[src/rtl/sdma_pkg.sv]
package sdma_pkg;
    localparam int ADDR_W   = 32;
    localparam int SIZE_W   = 12;
    localparam int CNT_W    = 16;
    localparam int BND_BASE = 4096;

    localparam logic [1:0] REG_ADDR = 2'd0;
    localparam logic [1:0] REG_SIZE = 2'd1;
    localparam logic [1:0] REG_MODE = 2'd2;
    localparam logic [1:0] DMA_SEL_SINGLE_ADDR = 2'd0;

    typedef enum logic [2:0] {
        S_IDLE, S_CARD_RD, S_MEM_WR, S_MEM_RD, S_CARD_WR, S_PAUSE
    } sdma_state_e;

    typedef struct packed {
        logic [2:0] bnd;
        logic [1:0] dma_sel;
        logic       multi;
        logic       dir_rd;
    } sdma_mode_t;
endpackage

[src/rtl/sdma_regs.sv]
module sdma_regs
    import sdma_pkg::*;
#(
    parameter int BUF_BYTES = 64
) (
    input  logic              clk,
    input  logic              rst_n,
    input  logic              size_wr,
    input  logic              mode_wr,
    input  logic [31:0]       wdata,
    input  logic [3:0]        be,
    output logic [SIZE_W-1:0] blk_size,
    output sdma_mode_t        mode,
    output logic              size_chg
);
    typedef struct packed {
        logic [SIZE_W-1:0] size;
        sdma_mode_t        mode;
    } regs_t;

    regs_t q, d;
    logic [SIZE_W-1:0] nsz;

    always_comb begin
        d   = q;
        nsz = q.size;
        if (be[0]) nsz[7:0]        = wdata[7:0];
        if (be[1]) nsz[SIZE_W-1:8] = wdata[SIZE_W-1:8];
        if (nsz > SIZE_W'(BUF_BYTES)) nsz = SIZE_W'(BUF_BYTES);
        size_chg = size_wr && (be[0] || be[1]) && (nsz != q.size);
        if (size_wr) d.size = nsz;
        if (mode_wr && be[0]) d.mode = sdma_mode_t'(wdata[6:0]);
    end

    always_ff @(posedge clk or negedge rst_n) begin
        if (!rst_n) q <= '0;
        else        q <= d;
    end

    assign blk_size = q.size;
    assign mode     = q.mode;
endmodule

[src/rtl/sdma_buffer.sv]
module sdma_buffer #(
    parameter int DEPTH = 64,
    localparam int IW = $clog2(DEPTH)
) (
    input  logic          clk,
    input  logic          we,
    input  logic [IW-1:0] waddr,
    input  logic [7:0]    wdata,
    input  logic [IW-1:0] raddr,
    output logic [7:0]    rdata
);
    logic [7:0] mem [DEPTH];

    always_ff @(posedge clk) begin
        if (we) mem[waddr] <= wdata;
    end

    assign rdata = mem[raddr];
endmodule

[src/rtl/sdma_ctrl.sv]
module sdma_ctrl
    import sdma_pkg::*;
#(
    parameter int BUF_BYTES = 64,
    localparam int IW = $clog2(BUF_BYTES)
) (
    input  logic              clk,
    input  logic              rst_n,
    input  logic              sw_wr,
    input  logic [1:0]        sw_sel,
    input  logic [31:0]       sw_wdata,
    input  logic [3:0]        sw_be,
    input  logic [SIZE_W-1:0] blk_size,
    input  sdma_mode_t        mode,
    input  logic              size_chg,
    output logic [ADDR_W-1:0] sys_addr,
    output logic [CNT_W-1:0]  blk_cnt,
    output logic              moving,
    input  logic              card_rd_valid,
    input  logic [7:0]        card_rd_data,
    output logic              card_rd_ready,
    output logic              card_wr_valid,
    input  logic              card_wr_ready,
    output logic              mem_req,
    output logic              mem_we,
    input  logic [7:0]        mem_rdata,
    input  logic              mem_ack,
    output logic              buf_we,
    output logic [IW-1:0]     buf_waddr,
    output logic [7:0]        buf_wdata,
    output logic [IW-1:0]     buf_raddr,
    output logic              st_inhibit,
    output logic              st_line_active,
    output logic              st_read_active,
    output logic              st_write_active,
    output logic              dma_irq,
    output logic              xfer_done
);
    typedef struct packed {
        sdma_state_e       st;
        logic [ADDR_W-1:0] addr;
        logic [CNT_W-1:0]  cnt;
        logic [SIZE_W-1:0] ptr;
        logic [SIZE_W-1:0] cidx;
        logic              bnd_pend;
        logic              inhibit;
        logic              line;
        logic              rd_act;
        logic              wr_act;
        logic              irq;
        logic              done;
    } ctrl_t;

    ctrl_t q, d;
    logic idle_like, sw_addr, sw_size, start_ok;
    logic bnd_hit, last_byte, last_cidx, last_blk, fin, fin_hit;
    logic [ADDR_W-1:0] bnd_mask;
    sdma_state_e first_st;

    always_comb begin
        d      = q;
        d.irq  = 1'b0;
        d.done = 1'b0;
        card_rd_ready = 1'b0;
        card_wr_valid = 1'b0;
        mem_req   = 1'b0;
        mem_we    = 1'b0;
        buf_we    = 1'b0;
        buf_waddr = q.ptr[IW-1:0];
        buf_raddr = q.ptr[IW-1:0];
        buf_wdata = mem_rdata;
        fin       = 1'b0;
        fin_hit   = 1'b0;

        idle_like = (q.st == S_IDLE) || (q.st == S_PAUSE);
        sw_addr   = sw_wr && (sw_sel == REG_ADDR) && idle_like;
        sw_size   = sw_wr && (sw_sel == REG_SIZE) && idle_like;
        start_ok  = (q.cnt != '0) && (blk_size != '0) &&
                    (mode.dma_sel == DMA_SEL_SINGLE_ADDR);
        bnd_mask  = (ADDR_W'(BND_BASE) << mode.bnd) - ADDR_W'(1);
        bnd_hit   = ((q.addr + ADDR_W'(1)) & bnd_mask) == '0;
        last_byte = (q.ptr + SIZE_W'(1)) == blk_size;
        last_cidx = (q.cidx + SIZE_W'(1)) == blk_size;
        last_blk  = (q.cnt == CNT_W'(1)) || !mode.multi;
        first_st  = mode.dir_rd ? ((q.ptr == '0) ? S_CARD_RD : S_MEM_WR) : S_MEM_RD;

        case (q.st)
            S_IDLE, S_PAUSE: begin
                if (sw_addr) begin
                    for (int b = 0; b < 4; b++)
                        if (sw_be[b]) d.addr[8*b +: 8] = sw_wdata[8*b +: 8];
                end
                if (sw_size) begin
                    if (sw_be[2]) d.cnt[7:0]  = sw_wdata[23:16];
                    if (sw_be[3]) d.cnt[15:8] = sw_wdata[31:24];
                end
                if (size_chg) d.ptr = '0;
                if (sw_addr && sw_be[3] && start_ok) begin
                    d.st      = first_st;
                    d.cidx    = '0;
                    d.inhibit = 1'b1;
                    d.line    = 1'b1;
                    d.rd_act  = mode.dir_rd;
                    d.wr_act  = !mode.dir_rd;
                end
            end
            S_CARD_RD: begin
                card_rd_ready = 1'b1;
                buf_waddr     = q.cidx[IW-1:0];
                buf_wdata     = card_rd_data;
                if (card_rd_valid) begin
                    buf_we = 1'b1;
                    d.cidx = q.cidx + SIZE_W'(1);
                    if (last_cidx) begin
                        d.st   = S_MEM_WR;
                        d.cidx = '0;
                    end
                end
            end
            S_MEM_WR: begin
                mem_req = 1'b1;
                mem_we  = 1'b1;
                if (mem_ack) begin
                    d.addr = q.addr + ADDR_W'(1);
                    if (last_byte) begin
                        fin     = 1'b1;
                        fin_hit = bnd_hit;
                    end else begin
                        d.ptr = q.ptr + SIZE_W'(1);
                        if (bnd_hit) begin
                            d.st  = S_PAUSE;
                            d.irq = 1'b1;
                        end
                    end
                end
            end
            S_MEM_RD: begin
                mem_req = 1'b1;
                if (mem_ack) begin
                    buf_we = 1'b1;
                    d.addr = q.addr + ADDR_W'(1);
                    if (last_byte) begin
                        d.st       = S_CARD_WR;
                        d.cidx     = '0;
                        d.bnd_pend = bnd_hit;
                    end else begin
                        d.ptr = q.ptr + SIZE_W'(1);
                        if (bnd_hit) begin
                            d.st  = S_PAUSE;
                            d.irq = 1'b1;
                        end
                    end
                end
            end
            S_CARD_WR: begin
                card_wr_valid = 1'b1;
                buf_raddr     = q.cidx[IW-1:0];
                if (card_wr_ready) begin
                    d.cidx = q.cidx + SIZE_W'(1);
                    if (last_cidx) begin
                        fin     = 1'b1;
                        fin_hit = q.bnd_pend;
                    end
                end
            end
            default: d.st = S_IDLE;
        endcase

        if (fin) begin
            d.cnt  = q.cnt - CNT_W'(1);
            d.ptr  = '0;
            d.cidx = '0;
            if (last_blk) begin
                d.st      = S_IDLE;
                d.inhibit = 1'b0;
                d.line    = 1'b0;
                d.rd_act  = 1'b0;
                d.wr_act  = 1'b0;
                d.done    = 1'b1;
            end else if (fin_hit) begin
                d.st  = S_PAUSE;
                d.irq = 1'b1;
            end else begin
                d.st = mode.dir_rd ? S_CARD_RD : S_MEM_RD;
            end
        end
    end

    always_ff @(posedge clk or negedge rst_n) begin
        if (!rst_n) q <= '{st: S_IDLE, default: '0};
        else        q <= d;
    end

    assign moving          = !idle_like;
    assign sys_addr        = q.addr;
    assign blk_cnt         = q.cnt;
    assign st_inhibit      = q.inhibit;
    assign st_line_active  = q.line;
    assign st_read_active  = q.rd_act;
    assign st_write_active = q.wr_act;
    assign dma_irq         = q.irq;
    assign xfer_done       = q.done;
endmodule

[src/rtl/sdma_engine.sv]
module sdma_engine
    import sdma_pkg::*;
#(
    parameter int BUF_BYTES = 64
) (
    input  logic        clk,
    input  logic        rst_n,
    input  logic        reg_wr,
    input  logic [1:0]  reg_sel,
    input  logic [31:0] reg_wdata,
    input  logic [3:0]  reg_be,
    output logic [31:0] sys_addr,
    output logic [11:0] blk_size,
    output logic [15:0] blk_cnt,
    input  logic        card_rd_valid,
    input  logic [7:0]  card_rd_data,
    output logic        card_rd_ready,
    output logic        card_wr_valid,
    output logic [7:0]  card_wr_data,
    input  logic        card_wr_ready,
    output logic        mem_req,
    output logic        mem_we,
    output logic [31:0] mem_addr,
    output logic [7:0]  mem_wdata,
    input  logic [7:0]  mem_rdata,
    input  logic        mem_ack,
    output logic        st_inhibit,
    output logic        st_line_active,
    output logic        st_read_active,
    output logic        st_write_active,
    output logic        dma_irq,
    output logic        xfer_done
);
    localparam int IW = $clog2(BUF_BYTES);

    logic          moving, size_wr, mode_wr, size_chg, buf_we;
    logic [IW-1:0] buf_waddr, buf_raddr;
    logic [7:0]    buf_wdata, buf_rdata;
    sdma_mode_t    mode;

    assign size_wr = reg_wr && (reg_sel == REG_SIZE) && !moving;
    assign mode_wr = reg_wr && (reg_sel == REG_MODE) && !st_inhibit;

    sdma_regs #(.BUF_BYTES(BUF_BYTES)) u_regs (
        .clk(clk), .rst_n(rst_n), .size_wr(size_wr), .mode_wr(mode_wr),
        .wdata(reg_wdata), .be(reg_be), .blk_size(blk_size), .mode(mode),
        .size_chg(size_chg)
    );

    sdma_ctrl #(.BUF_BYTES(BUF_BYTES)) u_ctrl (
        .clk(clk), .rst_n(rst_n), .sw_wr(reg_wr), .sw_sel(reg_sel),
        .sw_wdata(reg_wdata), .sw_be(reg_be), .blk_size(blk_size), .mode(mode),
        .size_chg(size_chg), .sys_addr(sys_addr), .blk_cnt(blk_cnt),
        .moving(moving), .card_rd_valid(card_rd_valid),
        .card_rd_data(card_rd_data), .card_rd_ready(card_rd_ready),
        .card_wr_valid(card_wr_valid), .card_wr_ready(card_wr_ready),
        .mem_req(mem_req), .mem_we(mem_we), .mem_rdata(mem_rdata),
        .mem_ack(mem_ack), .buf_we(buf_we), .buf_waddr(buf_waddr),
        .buf_wdata(buf_wdata), .buf_raddr(buf_raddr),
        .st_inhibit(st_inhibit), .st_line_active(st_line_active),
        .st_read_active(st_read_active), .st_write_active(st_write_active),
        .dma_irq(dma_irq), .xfer_done(xfer_done)
    );

    sdma_buffer #(.DEPTH(BUF_BYTES)) u_buf (
        .clk(clk), .we(buf_we), .waddr(buf_waddr), .wdata(buf_wdata),
        .raddr(buf_raddr), .rdata(buf_rdata)
    );

    assign mem_addr     = sys_addr;
    assign mem_wdata    = buf_rdata;
    assign card_wr_data = buf_rdata;
endmodule

[config.mk]
export PLATFORM = sky130hd
export DESIGN_NAME = sdma_engine
export DESIGN_NICKNAME = d
export VERILOG_FILES = /design/src/rtl/sdma_pkg.sv /design/src/rtl/sdma_regs.sv /design/src/rtl/sdma_buffer.sv /design/src/rtl/sdma_ctrl.sv /design/src/rtl/sdma_engine.sv
export SDC_FILE = /design/constraint.sdc
export NUM_CORES = 1
export LEC_CHECK = 0
export BUFFER_PORTS_ARGS = -buffer_cell sky130_fd_sc_hd__buf_2
export CAP_MARGIN = 5
export CORE_ASPECT_RATIO = 1.5
export CORE_MARGIN = 10
export CORE_UTILIZATION = 40
export DETAILED_ROUTE_END_ITERATION = 6
export SLEW_MARGIN = 20
export SYNTH_ARGS = -nofsm -noshare
export SYNTH_HDL_FRONTEND = slang
export SYNTH_SLANG_ARGS = --single-unit
[constraint.sdc]
create_clock -name clk -period 8.3 [get_ports clk]
set_clock_uncertainty 0.2 [all_clocks]
set_input_delay 1.66 -clock clk [delete_from_list [all_inputs] [get_ports clk]]
set_output_delay 1.66 -clock clk [all_outputs]
set_load 0.03 [all_outputs]
# Yosys cells after proc, flatten, opt, wreduce, memory -nomap -nowiden
# Memory sizes are Yosys's and may differ from the RTL's.
# Cells that the tools add are included.
[op_classes]
order_cmp = 1
muxes = 71
n_addsub = 5
n_reduce_logical = 45
shifts = 1
eq_ne = 28
n_bitwise = 1
[op_table]
columns = ["operator", "n"]
rows = [
  ["$mux W12", 8],
  ["$pmux W32 S3", 1],
  ["$mux W35", 2],
  ["$mux W8", 6],
  ["$pmux W12 S4", 1],
  ["$mux W40", 1],
  ["$pmux W12 S3", 1],
  ["$add A32 B1 Y32 const B", 1],
  ["$and A32 B32 Y32", 1],
  ["$logic_not A32 Y1", 1],
  ["$mux W16", 2],
  ["$mux W32", 1],
  ["$shl A13 B3 Y32 const A", 1],
  ["$sub A32 B2 Y32 const B", 1],
  ["$mux W3", 10],
  ["$mux W25", 1],
  ["$add A12 B1 Y12 const B", 2],
  ["$eq A12 B12 Y1", 2],
  ["$mux W1", 23],
  ["$reduce_and A5 Y1", 4],
  ["$mux W6", 3],
  ["$eq A16 B1 Y1 const B", 1],
  ["$mux W4", 4],
  ["$reduce_bool A16 Y1", 1],
  ["other kinds (33)", 73],
]
[word_totals]
in_bits = 60
out_inout_bits = 118
ramBits = 512
register_bits = 101
memories = 1
[mem_list]
columns = ["memory", "depth", "word_bits", "read_ports", "rd_clocked_by_memory_dff", "write_ports", "line_no", "source"]
rows = [
  ["u_buf.mem", 64, 8, 1, 0, 1, "sdma_buffer.sv:12", "logic [7:0] mem [DEPTH];"],
]

# Depth between registers and ports, before layout
# Gate-level depths: netlist of run 1.
[logic_depth]
ltp_word = 11
mapped_depth = 14
mapped_depth_nobuf = 11

# Hierarchy
# Synthesis of run 1 repeated with hierarchy kept, for this count alone.
[unflattened]
hier_cells = 1956
area_unflattened_um2 = 28443.5
[by_module_without_submodules]
columns = ["module", "instances", "area_each_um2", "seq_area_each_um2", "cells_per_inst"]
rows = [
  ["sdma_buffer", 1, 20006.7, 15374.7, 932],
  ["sdma_ctrl", 1, 7164.4, 2052.0, 902],
  ["sdma_regs", 1, 947.2, 475.5, 80],
  ["sdma_engine", 1, 325.3, 0.0, 42],
]

# Worst setup path before layout of run 1
# No wires, ideal clock.
[synth_timing]
kind = "register to output"
start = "register u_ctrl.q[79] (netlist name)"
end = "output port mem_wdata[5]"
stages_incl_launch_ff = 12
n_path_buf = 5
arrival_time_ns = 3.708
required_time_ns = 6.440
slack_ns = 2.732
cell_sequence = "dfrtp_1 -> buf_2 -> nor3b_2 -> clkbuf_1 -> mux2i_1 -> clkbuf_1 -> clkbuf_1 -> a21oi_1 -> a21oi_1 -> a21oi_1 -> a21oi_1 -> buf_4"
[synth_between]
elab_chain_len = 3
[synth_rtl]
columns = ["element", "line_no", "source"]
rows = [
  ["start: declaration", "sdma_ctrl.sv:54", "ctrl_t q, d;"],
  ["start signal: assignment", "sdma_ctrl.sv:190", "if (!rst_n) q <= '{st: S_IDLE, default: '0};"],
  ["start signal: assignment", "sdma_ctrl.sv:191", "else q <= d;"],
  ["$eq A3 B3 Y1", "sdma_ctrl.sv:87", "case (q.st)"],
  ["$mux W6", "sdma_ctrl.sv:87", ""],
  ["$mem_v2 Z64 W8", "n/a", ""],
  ["end: declaration", "sdma_engine.sv:24", "output logic [7:0] mem_wdata,"],
]
# Every way passes these cells.

# Worst setup path in the final report of run 1
[layout_timing]
start = "register u_ctrl.q[80] (netlist name)"
end = "output port card_wr_data[1]"
[layout_between]
elab_chain_len = 3
[layout_rtl]
columns = ["element", "line_no", "source"]
rows = [
  ["$eq A3 B3 Y1", "sdma_ctrl.sv:87", ""],
  ["$mux W6", "sdma_ctrl.sv:87", ""],
  ["$mem_v2 Z64 W8", "n/a", ""],
  ["end: declaration", "sdma_engine.sv:19", "output logic [7:0] card_wr_data,"],
]
# Every way passes these cells.

==> impl_metrics.json, run 1 <==
{
  "synth_cells": 2583,
  "vias": 21045,
  "root_buffer": "clkbuf_16",
  "synth_adder_area_share_pct": 0.341,
  "synth-simple-area-share_pct": 16.1,
  "clk_latency_ns": 0.65,
  "die_y_um": 352,
  "tightest_slew_ns": 1.09,
  "max_freq_ghz": 0.152,
  "port_buffers": 177,
  "ys.warnings.count": 0,
  "cap_viol_max_count": 0,
  "grt_start_max_net_pins": 207,
  "cts_resized": 0,
  "vias_per_cell": 5.92,
  "avgSynthCellArea_um2": 11.4,
  "yosys-top-cells-count": "512 x edfxtp_1, 398 x nand2_1, 166 x nor2_1",
  "grt_pass1_wl_mm": 129,
  "power_density_mw_per_mm2": 354,
  "path_cells": "nor3b_4 -> buf_4 -> nor2_1 -> a21oi_4 -> buf_4 -> a211oi_1 -> a31oi_1 -> a21oi_1 -> a21oi_1 -> a211oi_1 -> a21oi_1 -> buf_2",
  "cp.required_ns": 6.44,
  "worstSetupEndpointType": "primary output",
  "multi_input_area_mm2": 0.0100,
  "synth_area_mm2": 0.0294,
  "max_slew_margin_pct": 26.8,
  "die_area_mm2": 0.0849,
  "cp-start-kind": "flip-flop",
  "synth_top_family_by_area": "simple AND/OR/NAND/NOR gates",
  "ys_dominant_reg_cell": "edfxtp_1",
  "hpwl_mm": 55.2,
  "slew_viol_final": 0,
  "fillers": 6718,
  "firstDrtPassIters": 7,
  "initialDrtViolationCount": 1844,
  "pin_count": 178,
  "routed_wl_mm": 85.1,
  "grt_pass1_vias": 21373,
  "synth-edff-count": 512,
  "crit_path_max_fanout": 80,
  "arrival_ns": 4.73,
  "synth-compound-area-share_pct": 14.9,
  "syn-num-nets": 2651,
  "clk_path_buf_depth": 3,
  "critPathSlowestCell": "buf_4",
  "synth-xor-area-share_pct": 1.16,
  "layout-drive-gt1-share_pct": 13.9,
  "period_share_pct": 79.4,
  "rsz0062_at_grt": "false",
  "fin_tns_setup_ns": 0,
  "wl_per_cell_um": 24.0,
  "hold-worst-slack_ns": 0.322,
  "irDropWorstVdd_uv": 382,
  "cts_tree": "yes",
  "worst-setup-path-type": "flip-flop to primary output",
  "grt_overflow": 0,
  "synth_top_area_share_pct": 52.3,
  "clock_sinks": 613,
  "fin_crit_ns": 6.59,
  "h-tree-depth": 2,
  "start_util_pct": 40.4,
  "die_w_um": 241,
  "yosysTopAreaCell": "edfxtp_1",
  "antenna_found_initial": 3,
  "worst_hold_path_type": "flip-flop to flip-flop",
  "cts_setup_buffers": 0,
  "leakage_nw": 10.8,
  "cts.hold.buffers_added": 0,
  "synthMuxAreaShare_pct": 1.27,
  "gp_congestion": 0.899,
  "grt_usage_pct": 19.6,
  "synth_cell_types": 85,
  "regArea_mm2": 0.0179,
  "status": "completed",
  "synth.most_common_cell": "edfxtp_1",
  "rows": 121,
  "ant_nets": 0,
  "core-area_mm2": 0.0727,
  "drc_errors": 0,
  "clk_pin_slew_ns": 0.07,
  "setup_viol": 0,
  "fin_nets": 2650,
  "synth-seq-cells": 613,
  "yosysSeqAreaShare_pct": 60.9,
  "cts-buffers-inserted": 59,
  "area_growth_pct": 9.67,
  "synth_area_leaders": "edfxtp_1 52%, dfrtp_1 8.6%, nand2_1 5.1%",
  "max_stage_delay_ns": 0.69,
  "cpMostUsedCell": "a21oi_1",
  "cp_num_buf_inv": 3,
  "finalHoldViolations": 0,
  "diodes": 0,
  "crit_family": "compound AO/OA/AOI/OAI gates",
  "async_reset_ff_share_pct": 16.5
}
[placed cells by master, fill, tap and decap left out, types with 11 or more instances in the layout]
master,netlist,routed
a211oi_1,145,145
a21oi_1,111,108
or3_1,12,12
o211ai_1,20,20
xor2_1,14,14
o21ai_0,67,66
buf_2,31,176
a22o_1,18,18
clkbuf_1,124,11
nand2_1,398,398
xnor2_1,25,25
edfxtp_1,512,512
clkbuf_16,0,60
nor4_1,18,18
nor2b_1,19,19
nor3_1,66,66
a311oi_1,95,95
mux2i_1,17,15
nand4_1,27,27
o22a_1,18,18
dfrtp_1,101,101
nor2_1,166,165
and3_1,14,14
mux2_2,18,17
buf_4,97,32
a31oi_1,50,50
nand3_1,67,67
inv_1,29,28
and2_1,121,121
[cell families after synthesis]
family	Yosys count
flip-flops	613
AND/OR/NAND/NOR	973
adder cells (fa/ha/maj)	8
XOR/XNOR	39
buffers and inverters	302
multiplexers	35
AO/OA/AOI/OAI	613
[per-stage QoR]
step | power, mW | util [%] | setup slack (ns) | cells | cell area [um^2]
6_report | 11.4 | 44.4 | 1.71 | 3553 | 32200
5_1_grt | 12.0 | 44.4 | 1.44 | 3553 | 32200
4_1_cts | 11.4 | 44.4 | 1.73 | 3553 | 32200
3_5_place_dp | 8.78 | 41.8 | 2.44 | 3443 | 30300
3_3_place_gp | 8.70 | 41.8 | 2.50 | 3443 | 30300
2_1_floorplan | 7.63 | - | 2.73 | 2583 | 29400
[state kept, by name, indices dropped and copies added (netlist names)]
register and count:
u_ctrl.st_read_active 1, u_ctrl.dma_irq 1, u_ctrl.q 28, u_ctrl.st_inhibit 1, u_ctrl.xfer_done 1, u_regs.blk_size 12
u_ctrl.sys_addr 32, u_ctrl.st_write_active 1, u_regs.mode 7, u_buf.mem 512, u_ctrl.blk_cnt 16, u_ctrl.st_line_active 1
[report_power, final]
group          internal, mW  switching (mW)  total [mW]
combinational          1.35            3.26        4.61
sequential             3.70           0.432        4.13
clock                  1.44            1.22        2.66
total                  6.49            4.91        11.4
[area by class of cell]
cell class                 count  share of cell area (%)
clock buffer                  71                    4.79
sequential                   613                    55.5
inverter                      29                   0.338
tap                          922                    3.58
timing repair buffer         211                    3.66
multi-input combinational   1668                    31.0
clock inverter                39                    1.08
[routing by layer]
layer / up-vias / part of all wire (%) / track usage (%)
met4: 6 / 4.5 / 9.04
met2: 845 / 51 / 34.5
met3: 187 / 6.1 / 3.59
met1: 10385 / 38 / 22.6
li1: 9622 / - / -
met5: - / 0.045 / 0
[path summary, 6_finish.rpt]
kind | start | endpoint | slack (ns) | depth (start not counted)
worst max-delay path | u_ctrl.q[80]$_DFFE_PN0P_ | card_wr_data[1] | 1.71 | 12
worst min-delay path | u_regs.mode[3]$_DFFE_PN0P_ | u_regs.mode[3]$_DFFE_PN0P_ | 0.32 | 1
worst max register to register | u_ctrl.q[7]$_DFFE_PN0P_ | u_ctrl.q[11]$_DFFE_PN0P_ | 3.64 | 9
worst min register to register | u_regs.mode[3]$_DFFE_PN0P_ | u_regs.mode[3]$_DFFE_PN0P_ | 0.32 | 1
max in group asynchronous | rst_n | u_ctrl.sys_addr[1]$_DFFE_PN0P_ | 5.80 | 2
min in group asynchronous | rst_n | u_ctrl.sys_addr[24]$_DFFE_PN0P_ | 0.86 | 1
[worst register-to-register path: cells and delay by family (launching register included)]
| family | cells | cell delay (ns) |
|---|---|---|
| AND/OR/NAND/NOR | 5 | 2.27 |
| flip-flops | 1 | 0.69 |
| AO/OA/AOI/OAI | 4 | 1.43 |
(Power assumes the default switching activity.)
==> inputs of run 2 (changes only) <==
Clock period 8.3 ns to 6.2 ns, I/O delays scaled along.
==> run 2 against run 1 <==
  * Sequential share of layout area decreased by 0.38 points
  * Global-route usage increased by 0.078 points
  * Critical endpoint is now card_wr_data[5]
  * Die area unchanged
  * Combinational power increased by 37%
  * Core utilization increased by 0.30 points
  * Highest routed layer unchanged
  * Register-to-register slack got worse by 2.1 ns
==> impl_metrics.json, run 2 (same netlist as run 1, synthesis figures left out) <==
{
  "wl_per_cell_um": 24.1,
  "grt_overflow": 0,
  "mostFrequentLayoutCells": "512 x edfxtp_1, 398 x nand2_1, 176 x buf_2, 165 x nor2_1, 145 x a211oi_1",
  "clk_path_buf_depth": 3,
  "hold-worst-slack_ns": 0.310,
  "antenna_found_initial": 4,
  "pin_count": 178,
  "cp.required_ns": 4.76,
  "start_util_pct": 40.4,
  "period_share_pct": 96.1,
  "r2r_start": "u_ctrl.q[79]$_DFFE_PN0P_",
  "clock_sinks": 613,
  "gp_congestion": 0.920,
  "power_density_mw_per_mm2": 477,
  "layout-drive-gt1-share_pct": 14.1,
  "finalHoldViolations": 0,
  "ant_nets": 0,
  "root_buffer": "clkbuf_16",
  "cts-buffers-inserted": 58,
  "grt_start_max_net_pins": 147,
  "leakage_nw": 10.9,
  "fillers": 6676,
  "area_growth_pct": 10.4,
  "port_buffers": 177,
  "finalNonFillerCells": 3564,
  "setup_viol": 0,
  "top_register": "u_buf.mem",
  "die_area_mm2": 0.0849,
  "cts.hold.buffers_added": 0,
  "worst_hold_path_type": "flip-flop to flip-flop",
  "die_w_um": 241,
  "path_cells": "nor3b_4 -> buf_4 -> nor2_1 -> a21oi_4 -> buf_12 -> a211oi_1 -> a311oi_1 -> nor3_1 -> a311oi_1 -> a211oi_1 -> a21oi_1 -> buf_2",
  "rows": 121,
  "core-area_mm2": 0.0727,
  "firstDrtPassIters": 6,
  "grt_usage_pct": 19.7,
  "h-tree-depth": 2,
  "place_inst": 3452,
  "grt_pass1_vias": 21438,
  "clk_latency_ns": 0.64,
  "postLayoutCoreUtil_pct": 44.7,
  "tightest_slew_ns": 1.17,
  "cts_tree": "yes",
  "fin_crit_ns": 5.96,
  "max_slew_margin_pct": 22.1,
  "vias": 21104,
  "largest_reg_flops": 512,
  "irDropWorstVdd_uv": 417,
  "drc_errors": 0,
  "worst-setup-path-type": "flip-flop to primary output",
  "cp-start-kind": "flip-flop",
  "fin_tns_setup_ns": 0,
  "grt_pass1_wl_mm": 129,
  "layout_commonest_cell": "edfxtp_1",
  "clk_pin_slew_ns": 0.07,
  "crit_path_max_fanout": 80,
  "status": "completed",
  "max_freq_ghz": 0.168,
  "arrival_ns": 4.52,
  "critPathSlowestCell": "a311oi_1",
  "hpwl_mm": 56.3,
  "slew_viol_final": 0,
  "diodes": 0,
  "worstSetupEndpointType": "primary output",
  "initialDrtViolationCount": 1736,
  "max_stage_delay_ns": 0.66,
  "crit_path_start": "u_ctrl.q[79]$_DFFE_PN0P_",
  "fin_nets": 2661,
  "vias_per_cell": 5.92,
  "routed_wl_mm": 85.9,
  "min_from": "u_regs.mode[2]$_DFFE_PN0P_",
  "die_y_um": 352,
  "rsz0062_at_grt": "false",
  "cap_viol_max_count": 0
}
-- run 2: metal layers --
layer / up-vias / GRT usage, % / part of all wire (%)
met5: - / 0 / 0.042
met4: 6 / 8.68 / 4.4
met3: 179 / 3.50 / 6.6
met2: 848 / 35.0 / 51
met1: 10432 / 22.5 / 38
li1: 9639 / - / -
-- run 2: path summary, 6_finish.rpt --
path | end | slack (ns) | cells past startpoint
setup / recovery | card_wr_data[5] | 0.24 | 12
hold / removal | u_regs.mode[2]$_DFFE_PN0P_ | 0.31 | 1
setup reg to reg | u_buf.mem[16][0]$_DFFE_PP_ | 1.55 | 7
hold reg to reg | u_regs.mode[2]$_DFFE_PN0P_ | 0.31 | 1
max in group asynchronous | u_ctrl.q[80]$_DFFE_PN0P_ | 4.08 | 2
min in group asynchronous | u_ctrl.sys_addr[24]$_DFFE_PN0P_ | 0.48 | 1
-- run 2: stage by stage --
| stage | cell area, um^2 | worst slack [ns] | total power, mW |
|---|---|---|---|
| 5_1_grt | 32500 | 0.0186 | 16.3 |
| 3_5_place_dp | 30500 | 0.838 | 11.9 |
| 4_1_cts | 32400 | 0.142 | 15.5 |
| 3_3_place_gp | 30500 | 0.870 | 11.8 |
| 2_1_floorplan | 29400 | 1.05 | 10.2 |
| 6_report | 32500 | 0.242 | 15.5 |
-- run 2: worst max-delay path, delay by kind of cell, from the launching register on --
family | cells | cell delay [ns]
simple gates | 3 | 0.52
buf+inv | 3 | 0.88
flops | 1 | 0.57
compound gates | 6 | 1.80
-- run 2: layout make-up --
class                           instances  area [um^2]  area share, %
Clock buffer                           71         1520           4.69
Clock inverter                         38          414           1.28
Inverter                               29          109          0.335
Multi-Input combinational cell       1668        10000           30.9
Sequential cell                       613        17900           55.2
Tap cell                              922         1150           3.55
Timing Repair Buffer                  223         1330           4.10
-- run 2: repair_timing --
item,in CTS,in global routing
setup buffers,0,2
setup endpoints to repair,0,4
resized for setup,0,3
-- run 2: power breakdown --
group / internal, mW / switching (mW) / total (mW)
logic: 1.89 / 4.42 / 6.31
clock network: 2.05 / 1.60 / 3.65
registers: 4.96 / 0.574 / 5.53
==> inputs of run 3 (changes only) <==
Settings changed: BUFFER_PORTS_ARGS -buffer_cell sky130_fd_sc_hd__buf_2 to -buffer_cell sky130_fd_sc_hd__buf_4.
==> run 3 against run 2 <==
  * Via count is 0.24% lower
  * Core utilization increased by 0.60 points
  * Wire length is 1.1% lower
  * Critical path type unchanged
  * Largest cell class unchanged
  * Cell count is 0.17% higher
  * First-iteration DRC count up 3.0%
  * Power up 1.3%
  * Count of clock-buffer cells in the layout is 5 higher
  * Critical path depth fell by 1
  * Design area rose by 1.3%
==> impl_metrics.json, run 3 (same netlist as run 1, synthesis figures left out) <==
{
  "worst_hold_path_type": "flip-flop to flip-flop",
  "diodes": 0,
  "min_from": "u_regs.mode[2]$_DFFE_PN0P_",
  "cp.required_ns": 4.76,
  "slew_viol_final": 0,
  "gp_congestion": 0.896,
  "layout-drive-gt1-share_pct": 14.6,
  "r2r-end": "u_ctrl.q[11]$_DFFE_PN0P_",
  "max_stage_delay_ns": 0.57,
  "antenna_found_initial": 0,
  "fin_tns_setup_ns": 0,
  "die_w_um": 241,
  "vias_per_cell": 5.90,
  "layout_commonest_cell": "edfxtp_1",
  "wl_per_cell_um": 23.8,
  "r2r_cells": 10,
  "cp_num_buf_inv": 2,
  "power_density_mw_per_mm2": 477,
  "irDropWorstVdd_uv": 318,
  "clk_pin_slew_ns": 0.06,
  "post_dp_cell_area_mm2": 0.0310,
  "arrival_ns": 4.39,
  "setup_viol": 0,
  "hold_end": "u_regs.mode[2]$_DFFE_PN0P_",
  "power.total_mw": 15.7,
  "crit_path_max_fanout": 64,
  "core-area_mm2": 0.0727,
  "die_area_mm2": 0.0849,
  "die_y_um": 352,
  "status": "completed",
  "root_buffer": "clkbuf_16",
  "grt_overflow": 0,
  "clock_sinks": 613,
  "top_register": "u_buf.mem",
  "h-tree-depth": 2,
  "start_util_pct": 40.4,
  "crit_family": "compound AO/OA/AOI/OAI gates",
  "largest_reg_flops": 512,
  "port_buffers": 177,
  "max_freq_ghz": 0.171,
  "period_share_pct": 94.1,
  "area_growth_pct": 11.9,
  "fillers": 6686,
  "ant_nets": 0,
  "mostFrequentLayoutCells": "512 x edfxtp_1, 398 x nand2_1, 223 x buf_4, 165 x nor2_1, 145 x a211oi_1",
  "grt_usage_pct": 19.5,
  "cts-buffers-inserted": 60,
  "leakage_nw": 11.1,
  "reg2reg_slack_ns": 1.45,
  "drc_errors": 0,
  "fin_nets": 2672,
  "tightest_slew_ns": 1.07,
  "whs_path_depth": 1,
  "worstSetupEndpointType": "primary output",
  "pin_count": 178,
  "setup_slack_ns": 0.365,
  "rsz0062_at_grt": "false",
  "hpwl_mm": 56.0,
  "final_area_mm2": 0.0329,
  "place_ws_ns": 0.700,
  "clk_latency_ns": 0.64,
  "critPathSlowestCell": "dfrtp_1",
  "cp-start-kind": "flip-flop",
  "path_cells": "nor3b_4 -> buf_4 -> mux2_8 -> and2_1 -> a211oi_1 -> a311oi_1 -> nor3_1 -> a21oi_1 -> a211oi_1 -> a21oi_1 -> buf_4",
  "firstDrtPassIters": 5,
  "rows": 121,
  "grt_start_max_net_pins": 105,
  "cap_viol_max_count": 0,
  "cts_tree": "yes",
  "vias": 21054,
  "r2r_start": "u_ctrl.q[7]$_DFFE_PN0P_",
  "worst-setup-path-type": "flip-flop to primary output",
  "grt_pass1_wl_mm": 128,
  "fin_crit_ns": 5.83,
  "routed_wl_mm": 85.0,
  "max_slew_margin_pct": 28.3,
  "clk_path_buf_depth": 3,
  "initialDrtViolationCount": 1788,
  "grt_pass1_vias": 20992,
  "finalHoldViolations": 0,
  "cts.hold.buffers_added": 0,
  "postLayoutCoreUtil_pct": 45.3
}
==> run 3: worst max-delay path by stage <==
stage                              from               to  slack [ns]  cells past startpoint
2_1_floorplan  u_ctrl.q[79]$_DFFE_PN0P_     mem_wdata[5]        1.05                     11
3_3_place_gp   u_ctrl.q[79]$_DFFE_PN0P_     mem_wdata[5]        0.78                     11
3_5_place_dp   u_ctrl.q[79]$_DFFE_PN0P_  card_wr_data[6]        0.70                     11
4_1_cts        u_ctrl.q[80]$_DFFE_PN0P_     mem_wdata[4]        0.29                     13
5_1_grt        u_ctrl.q[80]$_DFFE_PN0P_  card_wr_data[4]        0.13                     13
6_report       u_ctrl.q[80]$_DFFE_PN0P_  card_wr_data[7]        0.37                     11
==> run 3: worst reg2reg max path: stages (launching register included) <==
cell	delay, ns
dfrtp_1	0.78
ha_1	0.46
nand4_1	0.20
or3_1	0.49
mux2i_1	0.16
nor4_1	0.38
nand4_1	0.40
nand2_1	0.39
o31a_1	0.55
and2_1	0.47
a22o_1	0.21
==> run 3: final cells by class <==
cell class	instances	area, um^2	share of cell area [%]
Sequential cell	613	17900	54.4
Multi-Input combinational cell	1669	10000	30.4
Timing Repair Buffer	231	1830	5.58
Clock buffer	76	1590	4.84
Tap cell	922	1150	3.51
Clock inverter	30	284	0.864
Inverter	29	109	0.331
==> run 3: metal layers <==
metal	track usage, %	up-vias	part of all wire [%]
met1	22.2	10453	37
met2	35.3	772	53
met5	0	-	0
met4	7.57	0	3.7
li1	-	9657	-
met3	3.48	172	6.3
==> run 3: report_power, final <==
part,switching [mW],total (mW),leakage [nW],internal [mW]
combinational,4.42,6.57,4.31,2.15
clock,1.58,3.56,0.909,1.98
sequential,0.605,5.56,5.86,4.96
==> run 3: metrics by stage <==
| step | std cells | hold WS, ns |
|---|---|---|
| 2_1_floorplan | 2583 | 0.279 |
| 3_3_place_gp | 3457 | 0.290 |
| 3_5_place_dp | 3457 | 0.302 |
| 4_1_cts | 3567 | 0.317 |
| 5_1_grt | 3570 | 0.345 |
| 6_report | 3570 | 0.313 |
==> run 3: what timing repair did <==
item / CTS / global route
resized for setup: 0 / 0
setup buffers: 3 / 3
gates cloned: 1 / 0
endpoints found under the setup margin: 2 / 2
pin swaps: 1 / 1
